$ cat config.mk
export PLATFORM = sky130hd
export DESIGN_NAME = tlb_asid
export DESIGN_NICKNAME = d
export VERILOG_FILES = /design/src/rtl/tlb_pkg.sv /design/src/rtl/tlb_cam.sv /design/src/rtl/tlb_lru.sv /design/src/rtl/tlb_victim.sv /design/src/rtl/tlb_asid.sv
export SDC_FILE = /design/constraint.sdc
export NUM_CORES = 2
export LEC_CHECK = 0
export BUFFER_PORTS_ARGS = -buffer_cell sky130_fd_sc_hd__buf_2
export CAP_MARGIN = 30
export CORE_MARGIN = 2
export CORE_UTILIZATION = 63
export DETAILED_ROUTE_END_ITERATION = 12
export MAX_ROUTING_LAYER = met4
export PLACE_DENSITY = 0.83
export SYNTH_ARGS = -nofsm -noshare
export SYNTH_HDL_FRONTEND = slang
export SYNTH_SLANG_ARGS = --single-unit
$ cat constraint.sdc
create_clock -name clk -period 4.1 [get_ports clk]
set_input_delay 0 -clock clk [delete_from_list [all_inputs] [get_ports clk]]
set_output_delay 0 -clock clk [all_outputs]
set_load 0.02 [all_outputs]
$ cat src/rtl/tlb_pkg.sv
package tlb_pkg;
   localparam int MAX_SLOTS      = 48;
   localparam int PROT_W         = 2;
   localparam int PROT_WRITE_BIT = 0;
endpackage

$ cat src/rtl/tlb_cam.sv
module tlb_cam #(
   parameter int N      = 16,
   parameter int VPN_W  = 20,
   parameter int ASID_W = 8
) (
   input  logic [N-1:0]      valid,
   input  logic [VPN_W-1:0]  slot_vpn  [N],
   input  logic [ASID_W-1:0] slot_asid [N],
   input  logic [VPN_W-1:0]  key_vpn,
   input  logic [ASID_W-1:0] key_asid,
   output logic [N-1:0]      match
);
   for (genvar s = 0; s < N; s++) begin : g_cmp
      assign match[s] = valid[s] && (slot_vpn[s] == key_vpn) && (slot_asid[s] == key_asid);
   end
endmodule

$ cat src/rtl/tlb_lru.sv
module tlb_lru #(
   parameter int N     = 16,
   parameter int IDX_W = $clog2(N)
) (
   input  logic             clk,
   input  logic             rst_n,
   input  logic             use_a,
   input  logic [IDX_W-1:0] idx_a,
   input  logic             use_b,
   input  logic [IDX_W-1:0] idx_b,
   output logic [N-1:0]     oldest
);
   // order_q[r][c] = 1 : slot r was used more recently than slot c
   logic [N-1:0] order_q [N];
   logic [N-1:0] order_d [N];

   always_comb begin
      for (int r = 0; r < N; r++) order_d[r] = order_q[r];
      if (use_a) begin
         for (int r = 0; r < N; r++) begin
            if (IDX_W'(r) == idx_a) begin
               for (int c = 0; c < N; c++) order_d[r][c] = (c != r);
            end else begin
               order_d[r][idx_a] = 1'b0;
            end
         end
      end
      if (use_b) begin
         for (int r = 0; r < N; r++) begin
            if (IDX_W'(r) == idx_b) begin
               for (int c = 0; c < N; c++) order_d[r][c] = (c != r);
            end else begin
               order_d[r][idx_b] = 1'b0;
            end
         end
      end
   end

   always_ff @(posedge clk or negedge rst_n) begin
      if (!rst_n) begin
         for (int r = 0; r < N; r++)
            for (int c = 0; c < N; c++) order_q[r][c] <= (r > c);
      end else begin
         for (int r = 0; r < N; r++) order_q[r] <= order_d[r];
      end
   end

   for (genvar s = 0; s < N; s++) begin : g_old
      assign oldest[s] = (order_q[s] == '0);
   end

   AST_LRU_SINGLE: assert property (@(posedge clk) disable iff (!rst_n)
      $countones(oldest) == 1);
endmodule

$ cat src/rtl/tlb_victim.sv
module tlb_victim #(
   parameter int N     = 16,
   parameter int IDX_W = $clog2(N)
) (
   input  logic [N-1:0]     valid,
   input  logic [N-1:0]     key_match,
   input  logic [N-1:0]     oldest,
   output logic [IDX_W-1:0] slot
);
   logic [IDX_W-1:0] match_idx, free_idx, old_idx;

   always_comb begin
      match_idx = '0;
      old_idx   = '0;
      free_idx  = '0;
      for (int s = 0; s < N; s++) begin
         if (key_match[s]) match_idx = match_idx | IDX_W'(s);
         if (oldest[s])    old_idx   = old_idx   | IDX_W'(s);
      end
      for (int s = N - 1; s >= 0; s--) begin
         if (!valid[s]) free_idx = IDX_W'(s);
      end
      if (|key_match)      slot = match_idx;
      else if (!(&valid))  slot = free_idx;
      else                 slot = old_idx;
   end
endmodule

$ cat src/rtl/tlb_asid.sv
module tlb_asid #(
   parameter int NUM_ENTRIES = 16,
   parameter int VA_W        = 32,
   parameter int PA_W        = 32,
   parameter int PAGE_BITS   = 12,
   parameter int ASID_W      = 8
) (
   input  logic                       clk,
   input  logic                       rst_n,
   input  logic                       lk_valid,
   input  logic [VA_W-1:0]            lk_vaddr,
   input  logic [ASID_W-1:0]          lk_asid,
   input  logic                       lk_write,
   output logic                       lk_hit,
   output logic [PA_W-1:0]            lk_paddr,
   output logic                       lk_fault,
   output logic [tlb_pkg::PROT_W-1:0] lk_prot,
   output logic                       lk_ref,
   output logic                       lk_mod,
   input  logic                       fill_valid,
   input  logic [VA_W-PAGE_BITS-1:0]  fill_vpn,
   input  logic [ASID_W-1:0]          fill_asid,
   input  logic [PA_W-PAGE_BITS-1:0]  fill_pfn,
   input  logic [tlb_pkg::PROT_W-1:0] fill_prot,
   input  logic                       flush_all,
   input  logic                       flush_asid_valid,
   input  logic [ASID_W-1:0]          flush_asid
);
   import tlb_pkg::*;

   localparam int N     = NUM_ENTRIES;
   localparam int IDX_W = $clog2(N);
   localparam int VPN_W = VA_W - PAGE_BITS;
   localparam int PFN_W = PA_W - PAGE_BITS;

   if (NUM_ENTRIES < 2 || NUM_ENTRIES > MAX_SLOTS) begin : g_bad_entries
      $error("tlb_asid: NUM_ENTRIES must be within 2..48");
   end
   if (PAGE_BITS < 1 || PAGE_BITS >= VA_W || PAGE_BITS >= PA_W) begin : g_bad_page
      $error("tlb_asid: PAGE_BITS out of range");
   end

   // slot state
   logic [N-1:0]      valid_q, ref_q, mod_q;
   logic [VPN_W-1:0]  vpn_q  [N];
   logic [ASID_W-1:0] asid_q [N];
   logic [PFN_W-1:0]  pfn_q  [N];
   logic [PROT_W-1:0] prot_q [N];

   logic [N-1:0]     hit_raw, hit_oh, fill_match, kill_mask, oldest;
   logic [IDX_W-1:0] hit_idx, vic_idx;
   logic [PFN_W-1:0] pfn_sel;
   logic [PROT_W-1:0] prot_sel;
   logic             ref_sel, mod_sel, any_flush, upd_ok;

   tlb_cam #(.N(N), .VPN_W(VPN_W), .ASID_W(ASID_W)) u_cam_lookup (
      .valid(valid_q), .slot_vpn(vpn_q), .slot_asid(asid_q),
      .key_vpn(lk_vaddr[VA_W-1:PAGE_BITS]), .key_asid(lk_asid), .match(hit_raw));

   tlb_cam #(.N(N), .VPN_W(VPN_W), .ASID_W(ASID_W)) u_cam_fill (
      .valid(valid_q), .slot_vpn(vpn_q), .slot_asid(asid_q),
      .key_vpn(fill_vpn), .key_asid(fill_asid), .match(fill_match));

   assign hit_oh    = hit_raw & {N{lk_valid}};
   assign any_flush = flush_all | flush_asid_valid;
   assign upd_ok    = !any_flush;

   always_comb begin
      hit_idx  = '0;
      pfn_sel  = '0;
      prot_sel = '0;
      ref_sel  = 1'b0;
      mod_sel  = 1'b0;
      for (int s = 0; s < N; s++) begin
         if (hit_oh[s]) begin
            hit_idx  = hit_idx | IDX_W'(s);
            pfn_sel  = pfn_sel | pfn_q[s];
            prot_sel = prot_sel | prot_q[s];
            ref_sel  = ref_sel | ref_q[s];
            mod_sel  = mod_sel | mod_q[s];
         end
      end
   end

   assign lk_hit   = |hit_oh;
   assign lk_paddr = lk_hit ? {pfn_sel, lk_vaddr[PAGE_BITS-1:0]} : '0;
   assign lk_prot  = prot_sel;
   assign lk_ref   = ref_sel;
   assign lk_mod   = mod_sel;
   assign lk_fault = lk_hit && lk_write && !prot_sel[PROT_WRITE_BIT];

   for (genvar s = 0; s < N; s++) begin : g_kill
      assign kill_mask[s] = (asid_q[s] == flush_asid);
   end

   tlb_victim #(.N(N), .IDX_W(IDX_W)) u_victim (
      .valid(valid_q), .key_match(fill_match), .oldest(oldest), .slot(vic_idx));

   tlb_lru #(.N(N), .IDX_W(IDX_W)) u_lru (
      .clk(clk), .rst_n(rst_n),
      .use_a(lk_hit && upd_ok), .idx_a(hit_idx),
      .use_b(fill_valid && upd_ok), .idx_b(vic_idx),
      .oldest(oldest));

   always_ff @(posedge clk or negedge rst_n) begin
      if (!rst_n) begin
         valid_q <= '0;
         ref_q   <= '0;
         mod_q   <= '0;
         for (int s = 0; s < N; s++) begin
            vpn_q[s]  <= '0;
            asid_q[s] <= '0;
            pfn_q[s]  <= '0;
            prot_q[s] <= '0;
         end
      end else if (flush_all) begin
         valid_q <= '0;
      end else if (flush_asid_valid) begin
         valid_q <= valid_q & ~kill_mask;
      end else begin
         if (lk_hit) begin
            ref_q[hit_idx] <= 1'b1;
            if (!lk_fault && lk_write) mod_q[hit_idx] <= 1'b1;
         end
         if (fill_valid) begin                            // later write wins on same slot
            valid_q[vic_idx] <= 1'b1;
            ref_q[vic_idx]   <= 1'b0;
            mod_q[vic_idx]   <= 1'b0;
            vpn_q[vic_idx]   <= fill_vpn;
            asid_q[vic_idx]  <= fill_asid;
            pfn_q[vic_idx]   <= fill_pfn;
            prot_q[vic_idx]  <= fill_prot;
         end
      end
   end

   AST_SINGLE_MATCH: assert property (@(posedge clk) disable iff (!rst_n)
      $onehot0(hit_raw));
   AST_MISS_QUIET: assert property (@(posedge clk) disable iff (!rst_n)
      !lk_hit |-> (lk_paddr == '0) && !lk_fault);
   AST_FAULT_ON_WRITE: assert property (@(posedge clk) disable iff (!rst_n)
      lk_fault |-> lk_hit && lk_write);
   AST_FAULT_NO_DIRTY: assert property (@(posedge clk) disable iff (!rst_n)
      lk_fault && upd_ok |=> (mod_q & ~$past(mod_q)) == '0);
   AST_FLUSH_ALL_EMPTY: assert property (@(posedge clk) disable iff (!rst_n)
      flush_all |=> valid_q == '0);
   AST_FLUSH_NO_GROW: assert property (@(posedge clk) disable iff (!rst_n)
      any_flush |=> $countones(valid_q) <= $countones($past(valid_q)));
   AST_FILL_TAKES_FREE: assert property (@(posedge clk) disable iff (!rst_n)
      fill_valid && upd_ok && (fill_match == '0) && !(&valid_q)
      |=> $countones(valid_q) == $countones($past(valid_q)) + 1);
endmodule

==> metrics.cfg <==
[floorplanning]
rows=110
num_io_pins=143
die_w_um=305
die_height_um=305
initial_utilization_pct=63.4
core_um2=89900
dieArea_um2=92800

[yosys]
synth_fp_nets=4870
synth-xor-area-share_pct=15.7
avgSynthCellArea_um2=12.0
synthSimpleGateAreaFrac_pct=7.62
yosysMostFrequentCell=dfrtp_1
synth_flop_cell=dfrtp_1
synth_common_cells=968 x dfrtp_1, 791 x mux2_2, 580 x xnor2_1
ys_ff_latch=1088
synth_cell_types=58
synthesis.area_um2=57000
yosys.area.top_type=dfrtp_1
synth_top_family_by_area=multiplexers
synth-seq-area-share_pct=48.1
synthMuxAreaShare_pct=15.9
yosys-top-cells-area=dfrtp_1 43%, mux2_2 16%, xnor2_1 8.9%
synth.top_cell.area_share_pct=42.5
synth_edf_count=0
syn_inst=4765
yosys_warnings=0
synthAdderAreaFrac_pct=0
synth-compound-area-share_pct=8.35
async_reset_ff_share_pct=100

[detailed_routing]
num_vias=44157
firstDrtPassIters=9
wire_per_inst_um=31.9
wirelength_um=203000
drc=0
drtIter0Drc=5937
viasPerCell=6.95
ant_nets=0

[timing]
setup_viol=0
skew_ns=0.0422
tightest_slew_ns=1.06
slew_violations=0
fmax_ghz=0.247
relSlewSlack_pct=29.3
fin_ws_ns=0.0526
hold_violations=0
finalCriticalPeriod_ns=4.05
period_share_pct=98.7
final.setup.tns_ns=0
rsz0062_at_grt=no

[flow_run]
cap_viol_max_count=0

[power_and_ir_drop]
p_total_uw=24800
irDropWorstVdd_uv=381
powerDensity_nw_per_um2=376
p_leak_uw=0.0301

[global_route]
grt_antenna_before_repair=1
grt_pass1_wl_um=299000
grt_usage_pct=44.8
grt_pass1_vias=45511
grt_max_degree=106
overflow=0

[clocking]
clockBufferDepth=3
clock_latency_ns=0.74
htree_num_levels=3
clock_sinks=1088
clkTransAtPathRegs_ns=0.06
cts-root-buf=clkbuf_16
cts-buffers-inserted=111
cts_tree=built

[placement]
place_ws_ns=-0.0930
dp_hpwl_um=133000
dpl_cell_area_um2=61500
routabilityCongestion=1.03
io_buffers=142

[setup_path]
crit_required_ns=4.10
critPathKind=reg -> out
arrival_ns=4.05
startpoint_type=flip-flop
cp-end-kind=output pin
worstPathMaxFanout=24

[cells_and_area]
nFillCells=5764
areaGrowthSynthToFinish_pct=16.0
drive_above_1_share_pct=33.9
seqCellArea_um2=27400
utilization_pct=73.5
nets=5187
multiInputGateArea_um2=27300
design_area_um2=66100

[outcome]
run_status=completed

[min_path]
hold_class=in -> async

layout by cell type, fill, tap and decap left out, drive strengths merged, types with 9 or more instances in the layout:
cell	count
clkinv	32
dfstp	120
xnor2	580
o21ai	68
buf	587
xor2	439
or4	12
mux2	801
dfrtp	968
bufinv	12
a21oi	237
and2	15
o21bai	166
a221oi	57
dlygate4sd3	55
nand2	52
nor3	32
a22oi	77
or3	9
inv	12
nor2	59
a31oi	25
nand4	223
clkbuf	164
o21a	10
nand3	32
nor4	229
a22o	48
what timing repair did:
action | 4_1_cts | 5_1_grt
gates resized for setup | 1 | 12
endpoints found under the hold margin | 670 | 0
buffers inserted | 1 | 1
setup endpoints to repair | 70 | 95
hold buffers | 55 | 0
pin swaps | 1 | 3
cloned | 0 | 0
stage by stage:
stage | hold WS, ns | cells
finish | 0.00613 | 6356
CTS | 0.0120 | 6352
detailed placement | 0.206 | 6088
floorplan | -0.296 | 4765
global placement | 0.205 | 6085
global route | 0.0447 | 6354
path summary, 6_finish.rpt:
path                                    start            endpoint  slack [ns]  depth (start not counted)
max                                 asid_q[3]            lk_fault        0.05                         10
min                                     rst_n  u_lru.order_q[167]       0.006                          2
max reg2reg                u_lru.order_q[165]            vpn_q[7]        0.14                         11
min reg2reg                          mod_q[2]            mod_q[2]        0.50                          2
max in group asynchronous               rst_n          pfn_q[233]        2.71                          3
min in group clk                flush_asid[6]         valid_q[12]        0.05                          5
metal layers:
| layer | vias to the layer above | part of all wire (%) | track usage (%) |
|---|---|---|---|
| li1 | 17666 | - | - |
| met1 | 22025 | 35 | 53.3 |
| met2 | 3261 | 45 | 66.6 |
| met3 | 1205 | 11 | 10.9 |
| met4 | 0 | 9.1 | 33.2 |
| met5 | - | 0 | - |
report_power, final:
part,switching [µW],internal [µW]
combinational,1520,1040
sequential,358,11100
clock,4540,6250
total,6420,18400
critical path: stages, from the launching register on:
cell and delay, ns:
dfrtp_1 0.45, xor2_1 0.20, nor4_1 0.49, nand4_1 0.28, nor4_4 0.50, buf_4 0.58, a221oi_1 0.22, nand4b_1 0.20
buf_12 0.19, inv_1 0.04, buf_2 0.15
cell type report:
cell class / instances / area share, %
antenna: 3 / 0.0114
timing repair buffer: 646 / 9.06
clock inverter: 48 / 0.992
sequential: 1088 / 41.4
tap: 1176 / 2.23
clock buffer: 160 / 4.89
inverter: 11 / 0.0625
multi-input combinational: 3224 / 41.3
state kept, by name (all words and copies together), names as in the netlist:
signal,flops
vpn_q,320
mod_q,16
pfn_q,320
ref_q,16
u_lru.order_q,240
valid_q,16
prot_q,32
asid_q,128
cells by family (layout without fill, tap and decap cells):
logic type,after synthesis,count (layout)
and+or+nand+nor,687,687
xor gates and xnor gates,1019,1019
muxes,802,802
other,0,3
buffers and inverters,453,865
AOI/OAI and AO/OA,716,716
DFF,1088,1088
No activity file was read; power rests on OpenSTA's default activity.
